[config.mk]
export PLATFORM = sky130hd
export DESIGN_NAME = ddrPowerUpSeq
export DESIGN_NICKNAME = d
export VERILOG_FILES = /design/src/rtl/initSeqPkg.sv /design/src/rtl/initSeqCtrl.sv /design/src/rtl/initSeqPath.sv /design/src/rtl/ddrPowerUpSeq.sv
export SDC_FILE = /design/constraint.sdc
export NUM_CORES = 1
export LEC_CHECK = 0
export ABC_AREA = 0
export CAP_MARGIN = 20
export CORE_ASPECT_RATIO = 0.6
export CORE_MARGIN = 2
export CORE_UTILIZATION = 40
export CTS_CLUSTER_SIZE = 40
export DETAILED_ROUTE_END_ITERATION = 10
export DONT_BUFFER_PORTS = 1
export PLACE_DENSITY_LB_ADDON = 0.1
export SLEW_MARGIN = 20
export SYNTH_ARGS = -nofsm -noshare
export SYNTH_HDL_FRONTEND = slang
export SYNTH_SLANG_ARGS = --single-unit
[constraint.sdc]
create_clock -name clk -period 2.1 [get_ports clk]
set_input_delay 0.525 -clock clk [delete_from_list [all_inputs] [get_ports clk]]
set_output_delay 0.525 -clock clk [all_outputs]
set_load 0.05 [all_outputs]
[src/rtl/initSeqPkg.sv]
`timescale 1ns/1ps
package initSeqPkg;

  // Step the control asks the pin stage to present on the next clock.
  typedef enum logic [2:0] {
    CMD_NOP,
    CMD_PREA,
    CMD_EMRS,
    CMD_MRS_DLLRST,
    CMD_MRS_FINAL,
    CMD_REF
  } seqCmd_e;

  typedef struct packed {
    logic    ckeOn;
    seqCmd_e cmd;
    logic    done;
  } seqStrobe_t;

  // {csN, rasN, casN, weN}
  localparam logic [3:0] PINS_NOP  = 4'b0111;
  localparam logic [3:0] PINS_PRE  = 4'b0010;
  localparam logic [3:0] PINS_REF  = 4'b0001;
  localparam logic [3:0] PINS_MODE = 4'b0000;

endpackage

[src/rtl/initSeqCtrl.sv]
`timescale 1ns/1ps
module initSeqCtrl
  import initSeqPkg::*;
#(
  parameter int STABLE_CLKS   = 40000,
  parameter int T_RP          = 3,
  parameter int T_MRD         = 2,
  parameter int T_RFC         = 12,
  parameter int DLL_LOCK_CLKS = 200,
  parameter int NUM_REFRESH   = 2
) (
  input  logic       clk,
  input  logic       rstN,
  output seqStrobe_t strobe
);

  localparam int WAIT_W = $clog2(STABLE_CLKS + T_RP + T_MRD + T_RFC + 1);
  localparam int LOCK_W = $clog2(DLL_LOCK_CLKS + 1);
  localparam int REF_W  = $clog2(NUM_REFRESH + 1);

  typedef enum logic [3:0] {
    ST_STABLE, ST_CKE, ST_PREA1, ST_EMRS, ST_MRSRST, ST_PREA2,
    ST_REF, ST_MRSFIN, ST_GAP, ST_FINWAIT, ST_DONE
  } seqState_e;

  seqState_e         state, stateNxt, resume, resumeNxt;
  logic [WAIT_W-1:0] waitCnt, waitNxt;
  logic [LOCK_W-1:0] lockCnt;
  logic [REF_W-1:0]  refLeft, refNxt;

  always_comb begin
    stateNxt  = state;
    resumeNxt = resume;
    waitNxt   = waitCnt;
    refNxt    = refLeft;
    unique case (state)
      ST_STABLE: begin
        if (waitCnt == '0) stateNxt = ST_CKE;
        else               waitNxt  = waitCnt - 1'b1;
      end
      ST_CKE:   stateNxt = ST_PREA1;
      ST_PREA1: begin
        waitNxt = WAIT_W'(T_RP - 2); resumeNxt = ST_EMRS; stateNxt = ST_GAP;
      end
      ST_EMRS: begin
        waitNxt = WAIT_W'(T_MRD - 2); resumeNxt = ST_MRSRST; stateNxt = ST_GAP;
      end
      ST_MRSRST: begin
        waitNxt = WAIT_W'(T_MRD - 2); resumeNxt = ST_PREA2; stateNxt = ST_GAP;
      end
      ST_PREA2: begin
        waitNxt = WAIT_W'(T_RP - 2); resumeNxt = ST_REF; stateNxt = ST_GAP;
        refNxt  = REF_W'(NUM_REFRESH);
      end
      ST_REF: begin
        waitNxt   = WAIT_W'(T_RFC - 2);
        refNxt    = refLeft - 1'b1;
        resumeNxt = (refLeft == REF_W'(1)) ? ST_MRSFIN : ST_REF;
        stateNxt  = ST_GAP;
      end
      ST_MRSFIN: begin
        waitNxt = WAIT_W'(T_MRD - 2); stateNxt = ST_FINWAIT;
      end
      ST_GAP: begin
        if (waitCnt == '0) stateNxt = resume;
        else               waitNxt  = waitCnt - 1'b1;
      end
      ST_FINWAIT: begin
        if (waitCnt == '0 && lockCnt == '0) stateNxt = ST_DONE;
        else if (waitCnt != '0)             waitNxt  = waitCnt - 1'b1;
      end
      default: stateNxt = ST_DONE;
    endcase
  end

  always_ff @(posedge clk or negedge rstN) begin
    if (!rstN) begin
      state   <= ST_STABLE;
      resume  <= ST_STABLE;
      waitCnt <= WAIT_W'(STABLE_CLKS - 1);
      refLeft <= '0;
    end else begin
      state   <= stateNxt;
      resume  <= resumeNxt;
      waitCnt <= waitNxt;
      refLeft <= refNxt;
    end
  end

  // Lock time runs in parallel with the rest of the sequence.
  always_ff @(posedge clk or negedge rstN) begin
    if (!rstN)                   lockCnt <= '0;
    else if (state == ST_MRSRST) lockCnt <= LOCK_W'(DLL_LOCK_CLKS - 2);
    else if (lockCnt != '0)      lockCnt <= lockCnt - 1'b1;
  end

  always_comb begin
    strobe.ckeOn = (state != ST_STABLE);
    strobe.done  = (state == ST_DONE);
    unique case (state)
      ST_PREA1, ST_PREA2: strobe.cmd = CMD_PREA;
      ST_EMRS:            strobe.cmd = CMD_EMRS;
      ST_MRSRST:          strobe.cmd = CMD_MRS_DLLRST;
      ST_MRSFIN:          strobe.cmd = CMD_MRS_FINAL;
      ST_REF:             strobe.cmd = CMD_REF;
      default:            strobe.cmd = CMD_NOP;
    endcase
  end

  AST_DONE_TERMINAL: assert property (@(posedge clk) disable iff (!rstN)
    state == ST_DONE |=> state == ST_DONE);
  AST_LOCK_SPENT: assert property (@(posedge clk) disable iff (!rstN)
    $rose(strobe.done) |-> lockCnt == '0);
  AST_ALL_REFRESHED: assert property (@(posedge clk) disable iff (!rstN)
    state == ST_MRSFIN |-> refLeft == '0);

endmodule

[src/rtl/initSeqPath.sv]
`timescale 1ns/1ps
module initSeqPath
  import initSeqPkg::*;
#(
  parameter int ADDR_W = 11
) (
  input  logic              clk,
  input  logic              rstN,
  input  seqStrobe_t        strobe,
  input  logic [2:0]        casLat,
  input  logic [2:0]        burstLen,
  input  logic              burstType,
  input  logic [1:0]        driveSel,
  output logic              cke,
  output logic              csN,
  output logic              rasN,
  output logic              casN,
  output logic              weN,
  output logic [ADDR_W-1:0] addr,
  output logic [1:0]        ba,
  output logic              initDone,
  output logic              cfgError
);

  localparam int AP_BIT     = 10;
  localparam int DLLRST_BIT = 8;

  logic              clOk;
  logic [2:0]        clUsed;
  logic [ADDR_W-1:0] modeWord, extWord, addrNxt;
  logic [3:0]        pinsNxt;
  logic [1:0]        baNxt;

  always_comb begin
    clOk   = (casLat inside {3'd3, 3'd4, 3'd5});
    clUsed = clOk ? casLat : 3'd3;

    modeWord        = '0;
    modeWord[2:0]   = burstLen;
    modeWord[3]     = burstType;
    modeWord[6:4]   = clUsed;

    extWord         = '0;
    extWord[1]      = driveSel[0];
    extWord[6]      = driveSel[1];
  end

  always_comb begin
    pinsNxt = PINS_NOP;
    addrNxt = '0;
    baNxt   = 2'b00;
    unique case (strobe.cmd)
      CMD_PREA: begin
        pinsNxt         = PINS_PRE;
        addrNxt[AP_BIT] = 1'b1;
      end
      CMD_EMRS: begin
        pinsNxt = PINS_MODE;
        addrNxt = extWord;
        baNxt   = 2'b01;
      end
      CMD_MRS_DLLRST: begin
        pinsNxt             = PINS_MODE;
        addrNxt             = modeWord;
        addrNxt[DLLRST_BIT] = 1'b1;
      end
      CMD_MRS_FINAL: begin
        pinsNxt = PINS_MODE;
        addrNxt = modeWord;
      end
      CMD_REF: pinsNxt = PINS_REF;
      default: ;
    endcase
  end

  always_ff @(posedge clk or negedge rstN) begin
    if (!rstN) begin
      cke                    <= 1'b0;
      {csN, rasN, casN, weN} <= PINS_NOP;
      addr                   <= '0;
      ba                     <= 2'b00;
      initDone               <= 1'b0;
      cfgError               <= 1'b0;
    end else begin
      cke                    <= strobe.ckeOn;
      {csN, rasN, casN, weN} <= pinsNxt;
      addr                   <= addrNxt;
      ba                     <= baNxt;
      initDone               <= strobe.done;
      cfgError               <= !clOk;
    end
  end

  AST_CKE_HOLD: assert property (@(posedge clk) disable iff (!rstN)
    cke |=> cke);
  AST_QUIET_CKE_LOW: assert property (@(posedge clk) disable iff (!rstN)
    !cke |-> ({csN, rasN, casN, weN} == PINS_NOP && addr == '0));
  AST_DONE_STICKY: assert property (@(posedge clk) disable iff (!rstN)
    initDone |=> initDone);
  AST_DONE_IDLE_BUS: assert property (@(posedge clk) disable iff (!rstN)
    initDone |-> ({csN, rasN, casN, weN} == PINS_NOP && cke));
  AST_MODE_GAP: assert property (@(posedge clk) disable iff (!rstN)
    ($past({csN, rasN, casN, weN}) == PINS_MODE) |-> ({csN, rasN, casN, weN} == PINS_NOP));
  AST_CL_LEGAL: assert property (@(posedge clk) disable iff (!rstN)
    ({csN, rasN, casN, weN} == PINS_MODE && ba == 2'b00) |-> (addr[6:4] inside {3'd3, 3'd4, 3'd5}));
  AST_EXT_CLEAN: assert property (@(posedge clk) disable iff (!rstN)
    ({csN, rasN, casN, weN} == PINS_MODE && ba == 2'b01) |-> ((addr & ~ADDR_W'(7'b1000010)) == '0));

endmodule

[src/rtl/ddrPowerUpSeq.sv]
`timescale 1ns/1ps
module ddrPowerUpSeq
  import initSeqPkg::*;
#(
  parameter int CLK_MHZ       = 200,
  parameter int STABLE_US     = 200,
  parameter int T_RP          = 3,
  parameter int T_MRD         = 2,
  parameter int T_RFC         = 12,
  parameter int DLL_LOCK_CLKS = 200,
  parameter int NUM_REFRESH   = 2,
  parameter int ADDR_W        = 11
) (
  input  logic              clk,
  input  logic              rstN,
  input  logic [2:0]        casLat,
  input  logic [2:0]        burstLen,
  input  logic              burstType,
  input  logic [1:0]        driveSel,
  output logic              cke,
  output logic              csN,
  output logic              rasN,
  output logic              casN,
  output logic              weN,
  output logic [ADDR_W-1:0] addr,
  output logic [1:0]        ba,
  output logic              initDone,
  output logic              cfgError
);

  localparam int STABLE_CLKS = CLK_MHZ * STABLE_US;

  seqStrobe_t strobe;

  initSeqCtrl #(
    .STABLE_CLKS   (STABLE_CLKS),
    .T_RP          (T_RP),
    .T_MRD         (T_MRD),
    .T_RFC         (T_RFC),
    .DLL_LOCK_CLKS (DLL_LOCK_CLKS),
    .NUM_REFRESH   (NUM_REFRESH)
  ) uCtrl (
    .clk    (clk),
    .rstN   (rstN),
    .strobe (strobe)
  );

  initSeqPath #(
    .ADDR_W (ADDR_W)
  ) uPath (
    .clk       (clk),
    .rstN      (rstN),
    .strobe    (strobe),
    .casLat    (casLat),
    .burstLen  (burstLen),
    .burstType (burstType),
    .driveSel  (driveSel),
    .cke       (cke),
    .csN       (csN),
    .rasN      (rasN),
    .casN      (casN),
    .weN       (weN),
    .addr      (addr),
    .ba        (ba),
    .initDone  (initDone),
    .cfgError  (cfgError)
  );

endmodule

==> results.toml <==
[critical_path]
r2r_cells = 5
r2r-end = "uCtrl.waitCnt[7]$_DFFE_PN0P_"
crit_path_start_kind = "flip-flop"
worst-endpoint-arrival_ns = 2.29
r2r_start = "uCtrl.waitCnt[1]$_DFFE_PN1P_"
rrSetupSlack_ns = 0.05
critPathCapture = "uCtrl.waitCnt[7]$_DFFE_PN0P_"
crit_start = "uCtrl.waitCnt[1]$_DFFE_PN1P_"
slowest_delay_ns = 0.43
critPathMaxFanout = 8
crit_type = "reg -> reg"
path_cells = "or3_4, or4_4, a211o_4, or4_1, nand2_1"
critical-path-slowest-cell = "or4_4"
end_kind = "flip-flop"
critPathRequiredTime_ns = 2.34

[sta]
final.min_clock_period_ns = 2.049
rsz0062_at_grt = "yes"
fin_setup_tns_ns = 0
drv_slew = 0
finalHoldViolations = 0
finalCritPeriodShare_pct = 97.58
setup_slack_ns = 0.05081
worst_pin_slew_ns = 0.5524
maxSlewHeadroom_pct = 62.89
worst_clock_skew_ns = 0.003600
holdWs_ns = 0.05052
fmax_mhz = 488.0
setup_viol_count_final = 0

[outcome]
status = "complete, no violations"

[clocking]
path_clk_slew_ns = 0.09
cts_buffers = 5
cts_root_buffer = "clkbuf_8"
cts_sinks = 49
clk_path_buf_depth = 2
worstSkewPairLatency_ns = 0.30
cts_tree = "done"
htreeDepth = 2

[synth]
synth_edf_count = 0
netlist_instances = 251
synth_top_area_share_pct = 37.85
ys_seq_area_share_pct = 52.21
synth_cell_types = 44
syn_avg_cell_area_um2 = 9.481
yosys_warnings = 0
yosys_register_bits = 49
ys.flop_type = "dfrtp_1"
yosys-top-cells-area = "dfrtp_1 38%, dfstp_2 14%, nor2_1 5.8%, o21ai_0 3.6%, nand2_1 3.2%"
syn_area_um2 = 2380
yosys.area.top_type = "dfrtp_1"
async_flop_share_pct = 100.0

[layout]
diodes = 0
nets = 280
drive_above_1_share_pct = 16.48
nFillCells = 545
synthToLayoutAreaGrowth_pct = 12.36
final_util_pct = 47.33
final_cell_count_no_fill = 347
post-route-cell-area_um2 = 2674

[die]
dieArea_um2 = 6602
start_util_pct = 42.13
core_um2 = 5649
io_pins = 31
die_w_um = 103.6
die_h_um = 63.75
rows = 21

[routing]
vias = 1782
via_per_inst = 5.135
dr.pass1.iters = 4
drt_iter0_markers = 153
postRouteWirelength_mm = 5.255
routedWlPerCell_um = 15.14
drc = 0
ant_nets = 0

[grt]
grt_use_met3_pct = 4.694
gr-usage-met1_pct = 27.86
grt_busiest_layer = "met1"
grt_pass1_vias = 1670
grt_max_degree = 37
met2_usage_pct = 20.86
grt_first_pass_wirelength_mm = 8.866
grtUsageTotal_pct = 17.16
grt_overflow = 0
antenna_found_initial = 0

[placed_design]
dp_cells = 338
place_hpwl_mm = 3.765
postPlaceCellArea_um2 = 2544
globalplace.congestion = 0.8332
port_buffers = 0
pre_cts_ws_ns = 0.03448

[power]
power-per-cell-area_nw_per_um2 = 582.5
finalPower_mw = 1.558
peakVddDrop_v = 0.0002176
p_leak_nw = 1.151

[job]
maxCapViolCount = 0

[hold_path]
hold_path.class = "in -> async"
-- placed cells by master, fill, tap and decap left out, types with 5 or more instances in the layout --
| cell | instances |
|---|---|
| nor4_1 | 9 |
| and2_1 | 5 |
| dfstp_2 | 13 |
| clkbuf_8 | 6 |
| nor3_1 | 13 |
| dfrtp_1 | 36 |
| xnor2_1 | 7 |
| a21oi_1 | 11 |
| buf_4 | 14 |
| o21ai_0 | 17 |
| inv_1 | 11 |
| nor2_1 | 37 |
| o211ai_1 | 5 |
| nand2_1 | 20 |
-- worst min path at each step --
stage | slack, ns | endpoint | startpoint | cells past startpoint
6_report | 0.05 | uCtrl.lockCnt[6]$_DFFE_PN0P_ | rstN | 1
3_5_place_dp | 0.23 | uCtrl.lockCnt[4]$_DFFE_PN0P_ | rstN | 0
4_1_cts | 0.04 | uCtrl.waitCnt[4]$_DFFE_PN1P_ | rstN | 0
2_1_floorplan | 0.23 | uCtrl.lockCnt[0]$_DFFE_PN0P_ | rstN | 0
3_3_place_gp | 0.23 | uCtrl.lockCnt[3]$_DFFE_PN0P_ | rstN | 0
5_1_grt | 0.03 | uCtrl.waitCnt[3]$_DFFE_PN1P_ | rstN | 0
-- Yosys cell counts, drive strengths merged (4+ instances only) --
| cell | instances |
|---|---|
| a21oi | 12 |
| and2 | 5 |
| buf | 4 |
| clkbuf | 6 |
| dfrtp | 36 |
| dfstp | 13 |
| inv | 11 |
| mux2i | 4 |
| nand2 | 20 |
| nand2b | 4 |
| nor2 | 37 |
| nor3 | 13 |
| nor4 | 9 |
| o211ai | 5 |
| o21ai | 17 |
| o22a | 4 |
| or3 | 5 |
| or4 | 4 |
| xnor2 | 7 |
-- logic make-up after synthesis --
group	after synthesis	synth area share, %
flip-flops	49	52.21
adder cells (fa/ha/maj)	3	1.577
other	1	0.1576
AO/OA/AOI/OAI	51	13.41
XOR/XNOR	8	2.944
AND/OR/NAND/NOR	113	23.92
multiplexers	4	1.683
buffers and inverters	22	4.101
-- report_power, final --
group	switching, mW	internal [mW]	leakage, nW
combinational	0.0303	0.00541	0.528
sequential	0.00571	0.945	0.578
clock	0.302	0.269	0.0455
-- cell type report --
| class | instances | area (um2) | share of cell area (%) |
|---|---|---|---|
| Inverter | 12 | 45.04 | 1.685 |
| Multi-Input combinational cell | 183 | 1071 | 40.06 |
| Clock buffer | 8 | 90.09 | 3.369 |
| Timing Repair Buffer | 15 | 125.1 | 4.679 |
| Sequential cell | 49 | 1242 | 46.47 |
| Tap cell | 80 | 100.1 | 3.744 |
-- state kept, by name, indices dropped and copies added (netlist names), 2 cells and up --
name and flops:
uCtrl.lockCnt 8, uCtrl.refLeft 2, uCtrl.resume 3, uCtrl.state 4
uCtrl.waitCnt 16, uPath.addr 9
-- layer usage --
layer  routed length (um)  share of wire, %
met3                  313               6.0
met5                    0                 0
met1                 3022                58
met4                   32              0.61
met2                 1887                36
-- critical path: cells and delay by family, from the launching register on --
family	cells	cell delay (ns)
AND/OR/NAND/NOR	4	1.30
flip-flops	1	0.38
AO/OA/AOI/OAI	1	0.31
-- what timing repair did --
action / CTS / global route
buffers inserted: 0 / 0
hold buffers: 1 / 0
hold endpoints to repair: 36 / 0
gates resized for setup: 0 / 4
setup endpoints to repair: 0 / 5
Note: power is estimated with default switching activity, not from simulation.
